$ cat src/rtl/dp_bist_pkg.sv
package dp_bist_pkg;

  // Default geometry of the self-test controller
  localparam int unsigned DEF_DATA_W  = 14;
  localparam int unsigned DEF_SIG_W   = 16;
  localparam int unsigned DEF_LFSR_W  = 9;
  localparam int unsigned DEF_TAP     = 5;
  localparam int unsigned DEF_RUN_LEN = 512;
  localparam logic [15:0] DEF_POLY    = 16'h1021;
  localparam logic [8:0]  DEF_SEED    = 9'h092;

  typedef enum logic [1:0] {
    RS_IDLE = 2'd0,
    RS_RUN  = 2'd1,
    RS_DONE = 2'd2
  } run_state_t;

endpackage

$ cat src/rtl/bist_pn_src.sv
module bist_pn_src #(
  parameter int unsigned LFSR_W = dp_bist_pkg::DEF_LFSR_W,
  parameter int unsigned DATA_W = dp_bist_pkg::DEF_DATA_W,
  parameter int unsigned TAP    = dp_bist_pkg::DEF_TAP,
  parameter logic [LFSR_W-1:0] SEED = dp_bist_pkg::DEF_SEED
) (
  input  logic              clk,
  input  logic              rst_n,
  input  logic              load_seed,
  input  logic              advance,
  output logic [DATA_W-1:0] word
);

  logic [LFSR_W-1:0] state_q;
  logic [LFSR_W-1:0] state_nx;

  // One generator bit step: feedback from MSB and tap
  function automatic logic [LFSR_W-1:0] bit_step(input logic [LFSR_W-1:0] s);
    logic fb;
    fb = s[LFSR_W-1] ^ s[TAP-1];
    return {s[LFSR_W-2:0], fb};
  endfunction

  // Word assembled from DATA_W steps, first bit lands in the MSB
  function automatic logic [DATA_W-1:0] word_of(input logic [LFSR_W-1:0] s);
    logic [LFSR_W-1:0] t;
    logic [DATA_W-1:0] w;
    t = s;
    w = '0;
    for (int i = 0; i < int'(DATA_W); i++) begin
      t = bit_step(t);
      w[DATA_W-1-i] = t[0];
    end
    return w;
  endfunction

  function automatic logic [LFSR_W-1:0] state_after_word(input logic [LFSR_W-1:0] s);
    logic [LFSR_W-1:0] t;
    t = s;
    for (int i = 0; i < int'(DATA_W); i++) t = bit_step(t);
    return t;
  endfunction

  always_comb begin
    state_nx = state_q;
    if (load_seed)    state_nx = SEED;
    else if (advance) state_nx = state_after_word(state_q);
  end

  always_ff @(posedge clk or negedge rst_n) begin
    if (!rst_n) state_q <= SEED;
    else        state_q <= state_nx;
  end

  assign word = word_of(state_q);

endmodule

$ cat src/rtl/bist_misr.sv
module bist_misr #(
  parameter int unsigned SIG_W  = dp_bist_pkg::DEF_SIG_W,
  parameter int unsigned DATA_W = dp_bist_pkg::DEF_DATA_W,
  parameter logic [SIG_W-1:0] POLY = dp_bist_pkg::DEF_POLY
) (
  input  logic              clk,
  input  logic              rst_n,
  input  logic              clr,
  input  logic              upd,
  input  logic              use_a,
  input  logic              use_b,
  input  logic [DATA_W-1:0] din_a,
  input  logic [DATA_W-1:0] din_b,
  output logic [SIG_W-1:0]  sig,
  output logic [SIG_W-1:0]  sig_nx
);

  localparam int unsigned PAD_W = SIG_W - DATA_W;

  logic [SIG_W-1:0] sig_q;
  logic [SIG_W-1:0] after_a;
  logic [SIG_W-1:0] after_b;

  // One compression step: shift, conditional polynomial, fold in data
  function automatic logic [SIG_W-1:0] sig_step(input logic [SIG_W-1:0] s,
                                                input logic [DATA_W-1:0] d);
    logic [SIG_W-1:0] sh;
    sh = {s[SIG_W-2:0], 1'b0};
    if (s[SIG_W-1]) sh = sh ^ POLY;
    return sh ^ {{PAD_W{1'b0}}, d};
  endfunction

  assign after_a = use_a ? sig_step(sig_q, din_a)   : sig_q;
  assign after_b = use_b ? sig_step(after_a, din_b) : after_a;

  always_comb begin
    sig_nx = sig_q;
    if (clr)      sig_nx = '0;
    else if (upd) sig_nx = after_b;
  end

  always_ff @(posedge clk or negedge rst_n) begin
    if (!rst_n) sig_q <= '0;
    else        sig_q <= sig_nx;
  end

  assign sig = sig_q;

endmodule

$ cat src/rtl/bist_seq.sv
module bist_seq
  import dp_bist_pkg::*;
#(
  parameter int unsigned RUN_LEN = DEF_RUN_LEN
) (
  input  logic clk,
  input  logic rst_n,
  input  logic start,
  input  logic upd_req,
  output logic busy,
  output logic done,
  output logic accept,
  output logic upd,
  output logic last_upd
);

  localparam int unsigned CNT_W = (RUN_LEN > 1) ? $clog2(RUN_LEN) : 1;
  localparam logic [CNT_W-1:0] CNT_LAST = CNT_W'(RUN_LEN - 1);

  run_state_t       st_q, st_nx;
  logic [CNT_W-1:0] cnt_q, cnt_nx;

  assign busy     = (st_q == RS_RUN);
  assign done     = (st_q == RS_DONE);
  assign accept   = start && !busy;
  assign upd      = busy && upd_req;
  assign last_upd = upd && (cnt_q == CNT_LAST);

  always_comb begin
    st_nx  = st_q;
    cnt_nx = cnt_q;
    unique case (st_q)
      RS_IDLE, RS_DONE: begin
        if (accept) begin
          st_nx  = RS_RUN;
          cnt_nx = '0;
        end
      end
      RS_RUN: begin
        if (last_upd) begin
          st_nx  = RS_DONE;
          cnt_nx = '0;
        end else if (upd) begin
          cnt_nx = cnt_q + 1'b1;
        end
      end
      default: st_nx = RS_IDLE;
    endcase
  end

  always_ff @(posedge clk or negedge rst_n) begin
    if (!rst_n) begin
      st_q  <= RS_IDLE;
      cnt_q <= '0;
    end else begin
      st_q  <= st_nx;
      cnt_q <= cnt_nx;
    end
  end

endmodule

$ cat src/rtl/dp_bist_ctrl.sv
module dp_bist_ctrl
  import dp_bist_pkg::*;
#(
  parameter int unsigned DATA_W  = DEF_DATA_W,
  parameter int unsigned SIG_W   = DEF_SIG_W,
  parameter int unsigned LFSR_W  = DEF_LFSR_W,
  parameter int unsigned TAP     = DEF_TAP,
  parameter int unsigned RUN_LEN = DEF_RUN_LEN,
  parameter logic [SIG_W-1:0]  POLY = DEF_POLY,
  parameter logic [LFSR_W-1:0] SEED = DEF_SEED
) (
  input  logic              clk,
  input  logic              rst_n,
  input  logic              start,
  input  logic              keep_state,
  input  logic [1:0]        chan_sel,
  input  logic              smp_valid,
  input  logic [DATA_W-1:0] core_a,
  input  logic [DATA_W-1:0] core_b,
  output logic [DATA_W-1:0] feed_a,
  output logic [DATA_W-1:0] feed_b,
  input  logic              ret_valid,
  input  logic [DATA_W-1:0] ret_a,
  input  logic [DATA_W-1:0] ret_b,
  output logic              busy,
  output logic              done,
  output logic [7:0]        sig_lo,
  output logic [7:0]        sig_hi
);

  localparam int unsigned NCH = 2;

  // Named internal events, visible to the bound checker
  logic              accept;
  logic              upd;
  logic              last_upd;
  logic              load_seed;
  logic              pn_adv;
  logic [NCH-1:0]    sel_q;
  logic [DATA_W-1:0] pn_word;
  logic [SIG_W-1:0]  sig;
  logic [SIG_W-1:0]  sig_nx;

  logic [DATA_W-1:0] core_v [NCH];
  logic [DATA_W-1:0] feed_v [NCH];

  bist_seq #(.RUN_LEN(RUN_LEN)) u_seq (
    .clk      (clk),
    .rst_n    (rst_n),
    .start    (start),
    .upd_req  (ret_valid),
    .busy     (busy),
    .done     (done),
    .accept   (accept),
    .upd      (upd),
    .last_upd (last_upd)
  );

  always_ff @(posedge clk or negedge rst_n) begin
    if (!rst_n)      sel_q <= '0;
    else if (accept) sel_q <= chan_sel;
  end

  assign load_seed = accept && !keep_state;
  assign pn_adv    = busy && smp_valid;

  bist_pn_src #(
    .LFSR_W (LFSR_W),
    .DATA_W (DATA_W),
    .TAP    (TAP),
    .SEED   (SEED)
  ) u_pn (
    .clk       (clk),
    .rst_n     (rst_n),
    .load_seed (load_seed),
    .advance   (pn_adv),
    .word      (pn_word)
  );

  assign core_v[0] = core_a;
  assign core_v[1] = core_b;

  // Injection point per channel; odd channels take the inverted word
  for (genvar ch = 0; ch < NCH; ch++) begin : g_inj
    logic [DATA_W-1:0] pat;
    if (ch % 2 == 0) begin : g_true
      assign pat = pn_word;
    end else begin : g_inv
      assign pat = ~pn_word;
    end
    assign feed_v[ch] = (busy && sel_q[ch]) ? pat : core_v[ch];
  end

  assign feed_a = feed_v[0];
  assign feed_b = feed_v[1];

  bist_misr #(
    .SIG_W  (SIG_W),
    .DATA_W (DATA_W),
    .POLY   (POLY)
  ) u_misr (
    .clk    (clk),
    .rst_n  (rst_n),
    .clr    (accept),
    .upd    (upd),
    .use_a  (sel_q[0]),
    .use_b  (sel_q[1]),
    .din_a  (ret_a),
    .din_b  (ret_b),
    .sig    (sig),
    .sig_nx (sig_nx)
  );

  assign sig_lo = sig[7:0];
  assign sig_hi = sig[15:8];

endmodule

$ cat config.mk
export PLATFORM = sky130hd
export DESIGN_NAME = dp_bist_ctrl
export DESIGN_NICKNAME = d
export VERILOG_FILES = /design/src/rtl/dp_bist_pkg.sv /design/src/rtl/bist_pn_src.sv /design/src/rtl/bist_misr.sv /design/src/rtl/bist_seq.sv /design/src/rtl/dp_bist_ctrl.sv
export SDC_FILE = /design/constraint.sdc
export NUM_CORES = 1
export LEC_CHECK = 0
export ABC_CLOCK_PERIOD_IN_PS = 6000
export BUFFER_PORTS_ARGS = -buffer_cell sky130_fd_sc_hd__buf_2
export CAP_MARGIN = 5
export CELL_PAD_IN_SITES_DETAIL_PLACEMENT = 0
export CELL_PAD_IN_SITES_GLOBAL_PLACEMENT = 2
export CORE_UTILIZATION = 25
export CTS_BUF_LIST = sky130_fd_sc_hd__clkbuf_8
export CTS_CLUSTER_DIAMETER = 120
export DETAILED_ROUTE_END_ITERATION = 8
export GPL_TIMING_DRIVEN = 0
export PLACE_DENSITY_LB_ADDON = 0.1
export SLEW_MARGIN = 20
export SYNTH_ARGS = -nofsm -noshare
export SYNTH_HDL_FRONTEND = slang
export SYNTH_SLANG_ARGS = --single-unit
$ cat constraint.sdc
create_clock -name clk -period 6 [get_ports clk]
set_input_delay 1.2 -clock clk [delete_from_list [all_inputs] [get_ports clk]]
set_output_delay 1.2 -clock clk [all_outputs]
set_load 0.1 [all_outputs]
After elaboration in Yosys (flattened, before gate mapping) --
Index checks and enable logic that the tools add are counted. W data, S select, Z words.
Operators by class: add/sub/neg operators 1, equal/unequal tests 6, muxes and demuxes 17, bitwise operators 19, reduce and logical (&&, ||, !) cells 16
Operator list (number):
- $mux W16 | 4
- $mux W9 | 5
- $xor A16 B14 Y16 | 2
- $mux W14 | 2
- $mux W13 | 2
- $pmux W9 S2 | 1
- $not A14 Y14 | 1
- $xor A1 B1 Y1 | 14
- $add A9 B1 Y9 const B | 1
- $eq A9 B9 Y1 const B | 1
- $logic_and A1 B1 Y1 | 7
- $not A3 Y3 | 2
- $reduce_bool A2 Y1 | 3
- $mux W2 | 2
- $pmux W2 S2 | 1
- $ne A3 B1 Y1 const B | 1
- $reduce_and A3 Y1 | 1
- $eq A2 B1 Y1 const B | 1
- $eq A2 B2 Y1 const B | 1
- $logic_not A1 Y1 | 2
- $logic_not A2 Y1 | 1
- $ne A2 B1 Y1 const B | 1
- $ne A2 B2 Y1 const B | 1
- $reduce_and A2 Y1 | 1
- $reduce_or A2 Y1 | 1
Storage, ports and cells: bits in registers 38, logic and storage cells 64

Logic depth before layout (Yosys ltp) --
depth in word-level cells 10, gate-level depth with buffers 10, gate-level depth less buffers 9

Cells and area by module --
A second synthesis with hierarchy kept.
Unflattened totals: cell total of the unflattened synthesis 319, area total of the unflattened synthesis 3094.2 sq um
Modules (own cells, without submodules):
- bist_misr | times used 1, cells each 135, area an instance 1212.4 sq um
- bist_seq | times used 1, cells each 69, area an instance 689.4 sq um
- bist_pn_src | times used 1, cells each 63, area an instance 669.4 sq um
- dp_bist_ctrl | times used 1, cells each 52, area an instance 523.0 sq um

Least setup slack after synthesis --
No wires, ideal clock.
path type register to output, from register u_seq.st_q[1], to output feed_b[0], arrival 3545 ps, required time 4800 ps, path slack 1255 ps, stages on the path, launching flop included 6, path buffers 1, path through dfrtp_1 -> nand2b_1 -> inv_2 -> nand2_1 -> clkbuf_1 -> o21ai_0
Between the ends: cells in the longest elaborated chain, start to end 3
RTL lines:
- start: declaration | line bist_seq.sv:20 | run_state_t st_q, st_nx;
- start signal: assignment | line bist_seq.sv:56 | st_q <= st_nx;
- $eq A2 B1 Y1 | line bist_seq.sv:23 | assign busy = (st_q == RS_RUN);
- named net busy | line dp_bist_ctrl.sv:25 | output logic busy,
- $logic_and A1 B1 Y1 | line dp_bist_ctrl.sv:91 | assign feed_v[ch] = (busy && sel_q[ch]) ? pat : core_v[ch];
- $mux W14 | line dp_bist_ctrl.sv:91
- end: declaration | line dp_bist_ctrl.sv:21 | output logic [DATA_W-1:0] feed_b,
The timed path passes the listed nets, and every way through them passes these cells.

Worst setup path after layout --
from register u_seq.st_q[0], to output feed_b[11]
Between the ends: cells in the longest elaborated chain, start to end 3
RTL lines (line):
- $eq A2 B1 Y1 | bist_seq.sv:23
- $logic_and A1 B1 Y1 | dp_bist_ctrl.sv:91
- $mux W14 | dp_bist_ctrl.sv:91
Every way passes these cells.

==> metrics.txt <==
CP Class=reg -> out; Worst VDD drop=approximately 110 uV; nets@finish=around 500; cell area after synthesis=2729 um^2; flops & latches, synth=38; top-area cell type share of the netlist area=around 32%; Mapped Nets=about 380; P_int=roughly 0.00059 W; count leader, synth=o21ai_0; Slew Limit Fails=0; synth top area cells=dfrtp_1, xnor2_1, o21ai_0; clock-pin slew on the worst setup and hold paths=around 0.08 ns; Cells after Synth=around 310; Starting Density=a little over a quarter; clock root buffer=clkbuf_8; DRT iter0 DRCs=88; core area=10460 um^2; PortBufs=between 100 and 150; # hold bufs at CTS=0; drt wl/cell=~15 um; Ys Warns=0; Critical Path Sink Type=output port; CTS resizes=0; # Post-CTS Setup Buffers=0; routability cong.=between 0.7 and 0.8; layout cell share with drive strength beyond 1=34.98%; Comb pwr share=between 40% and 50%; clock power share=a little over a fifth; row count=37; MaxCap Viol Count=0; Crit path top cell by count=nand2_1; drt first pass iters=4; worst slew pin tran=between 0.9 and 1 ns; post-route clock period utilization=roughly 58%; die area=about 11000 um^2; Die Span X=106.5 um; Longest Clk Path Bufs=2; shortest period the worst path allows=around 3.5 ns; Post-synth EDFFs=0; vias in the first global route=approximately 2500; GRT Util Overall=between 10% and 20%; synth-to-layout area growth=30.12%; wirelength, routed=between 8 and 9 mm; skew final=~0.0056 ns; Vias=between 2000 and 3000; htree depth=2; Cells after DPL=roughly 550; Final HPWL DP=~6.4 mm; Synth Area per Inst=8.831 um^2; P per Cell Area=between 200 and 300 nW/um^2; most frequent cells after synthesis=o21ai_0, xnor2_1, dfrtp_1, nand2_1, nor2_1; maximum number of pins on one net before global-route repair=39; first-pass GRT wire length=13.36 mm; hold crit path type=reg -> reg; Clock Sinks=38; fin cells=562; number of library cell types mapped by synthesis=approximately 50; cells along the critical path=nand2b_1 -> inv_2 -> nand2_1 -> clkbuf_1 -> nand2_1 -> o21ai_0 -> buf_2; Critical Path RT=roughly 4.8 ns; number of remaining DRC errors=0; RSZ-0062 raised after global routing=false; CTS tree=done; DIE HEIGHT=about 110 um; sequential power share=34.6%; initial antenna violation count=0; crit path launch type=flop; Synth async-reset ratio=100.0%; clk_lat worst skew=0.29 ns; CTS buffer count=5; Max Clk Rate=0.2896 GHz; Final setup viols=0; post-synthesis sequential area ratio=34.98%; setup TNS=0 ns; slew margin rel.=38.26%; status=finished, final reports clean; CP max stage delay=about 0.46 ns; gr ovfl total=0; # IOs=110; Net Sw Frac=about two fifths; ant diodes=0; Most used DFF post-synth=dfrtp_1; Worst Path Max Fanout=10; Yosys top cell by area=dfrtp_1; CP max stage cell=buf_2; crit path DAT=between 2 and 2.5 ns; Leak Pwr=approximately 1.6 nW; Fin. Hold Viols=0; antenna-violating nets left=0; Sw Pwr=between 0.0004 and 0.0005 W; drt via density=roughly 4.7
## through the flow
step | cell area [um^2] | hold WS [ns] | power, W | util, % | worst slack (ns)
after global routing | 3551 | 0.5310 | 0.001089 | 33.94 | 2.306
after floorplan | 2729 | 0.4559 | 0.0006831 | - | 1.255
after detailed placement | 3445 | 0.4819 | 0.0008076 | 32.92 | 2.833
final | 3551 | 0.4918 | 0.001012 | 33.94 | 2.546
after CTS | 3551 | 0.5019 | 0.001030 | 33.94 | 2.492
after global placement | 3445 | 0.4694 | 0.0008030 | 32.92 | 2.816
## worst max-delay path: cells and delay by family, from the launching register on
| kind | cells | cell delay (ns) |
|---|---|---|
| DFF | 1 | 0.44 |
| buffers and inverters | 3 | 0.97 |
| and+or+nand+nor | 3 | 0.47 |
| AOI/OAI and AO/OA | 1 | 0.09 |
## sequential cells by signal (all words and copies together) (netlist names)
name          count
sel_q             2
u_pn.state_q      9
u_seq.cnt_q       9
u_seq.st_q        2
u_misr.sig       16
## cell type report
cell class,count,area (um^2)
Clock inverter,3,37.54
Multi-Input combinational cell,250,1674
Sequential cell,38,954.7
Fill cell,1168,6912
Buffer,19,92.59
Inverter,2,7.507
Tap cell,136,170.2
Timing Repair Buffer,109,545.5
Clock buffer,5,68.82
## cells by family (layout without fill, tap and decap cells)
| family | count (synthesis) | after routing | synth area share (%) |
|---|---|---|---|
| xor+xnor | 49 | 49 | 16.78 |
| fa+ha+maj | 2 | 2 | 0.9169 |
| buf+inv | 21 | 138 | 3.668 |
| flops | 38 | 38 | 34.98 |
| compound gates | 93 | 93 | 20.45 |
| simple gates | 87 | 87 | 15.50 |
| mux | 19 | 19 | 7.703 |
## power groups by stage
stage / Clock, W / Sequential (W) / Combinational [W]
5_1_grt: 0.000235 / 0.000358 / 0.000496
2_1_floorplan: 0 / 0.000346 / 0.000337
3_5_place_dp: 0 / 0.000355 / 0.000453
3_3_place_gp: 0 / 0.000356 / 0.000447
6_report: 0.000218 / 0.000350 / 0.000444
4_1_cts: 0.000226 / 0.000350 / 0.000454
## routing by layer
layer | share of wire (%) | global-route usage (%)
met1 | 49 | 21.60
met2 | 46 | 23.47
met3 | 4.7 | 2.820
met4 | 0.44 | 2.935
met5 | 0 | 0
## final timing paths
path                                      from              end  slack, ns  cells after the start
worst max-delay path             u_seq.st_q[0]       feed_b[11]       2.55                      7
worst min-delay path            u_seq.cnt_q[8]   u_seq.cnt_q[8]       0.49                      2
worst max register to register  u_seq.cnt_q[0]   u_seq.cnt_q[5]       3.41                     10
worst min register to register  u_seq.cnt_q[8]   u_seq.cnt_q[8]       0.49                      2
max in group asynchronous                rst_n  u_pn.state_q[2]       4.38                      1
min in group asynchronous                rst_n    u_misr.sig[9]       1.04                      1
## layout by cell type (no fill, tap or decap), types with 4 or more instances in the layout
| cell type | Yosys | routed |
|---|---|---|
| a21oi_1 | 16 | 16 |
| a22oi_1 | 9 | 9 |
| and3_1 | 6 | 6 |
| buf_2 | 8 | 117 |
| clkbuf_1 | 8 | 8 |
| clkbuf_8 | 0 | 5 |
| dfrtp_1 | 35 | 35 |
| mux2_2 | 14 | 14 |
| nand2_1 | 35 | 35 |
| nand2b_1 | 4 | 4 |
| nor2_1 | 18 | 18 |
| nor3_1 | 6 | 6 |
| o21ai_0 | 46 | 46 |
| xnor2_1 | 36 | 36 |
| xor2_1 | 11 | 11 |
Power figures use the tool's default switching activity.
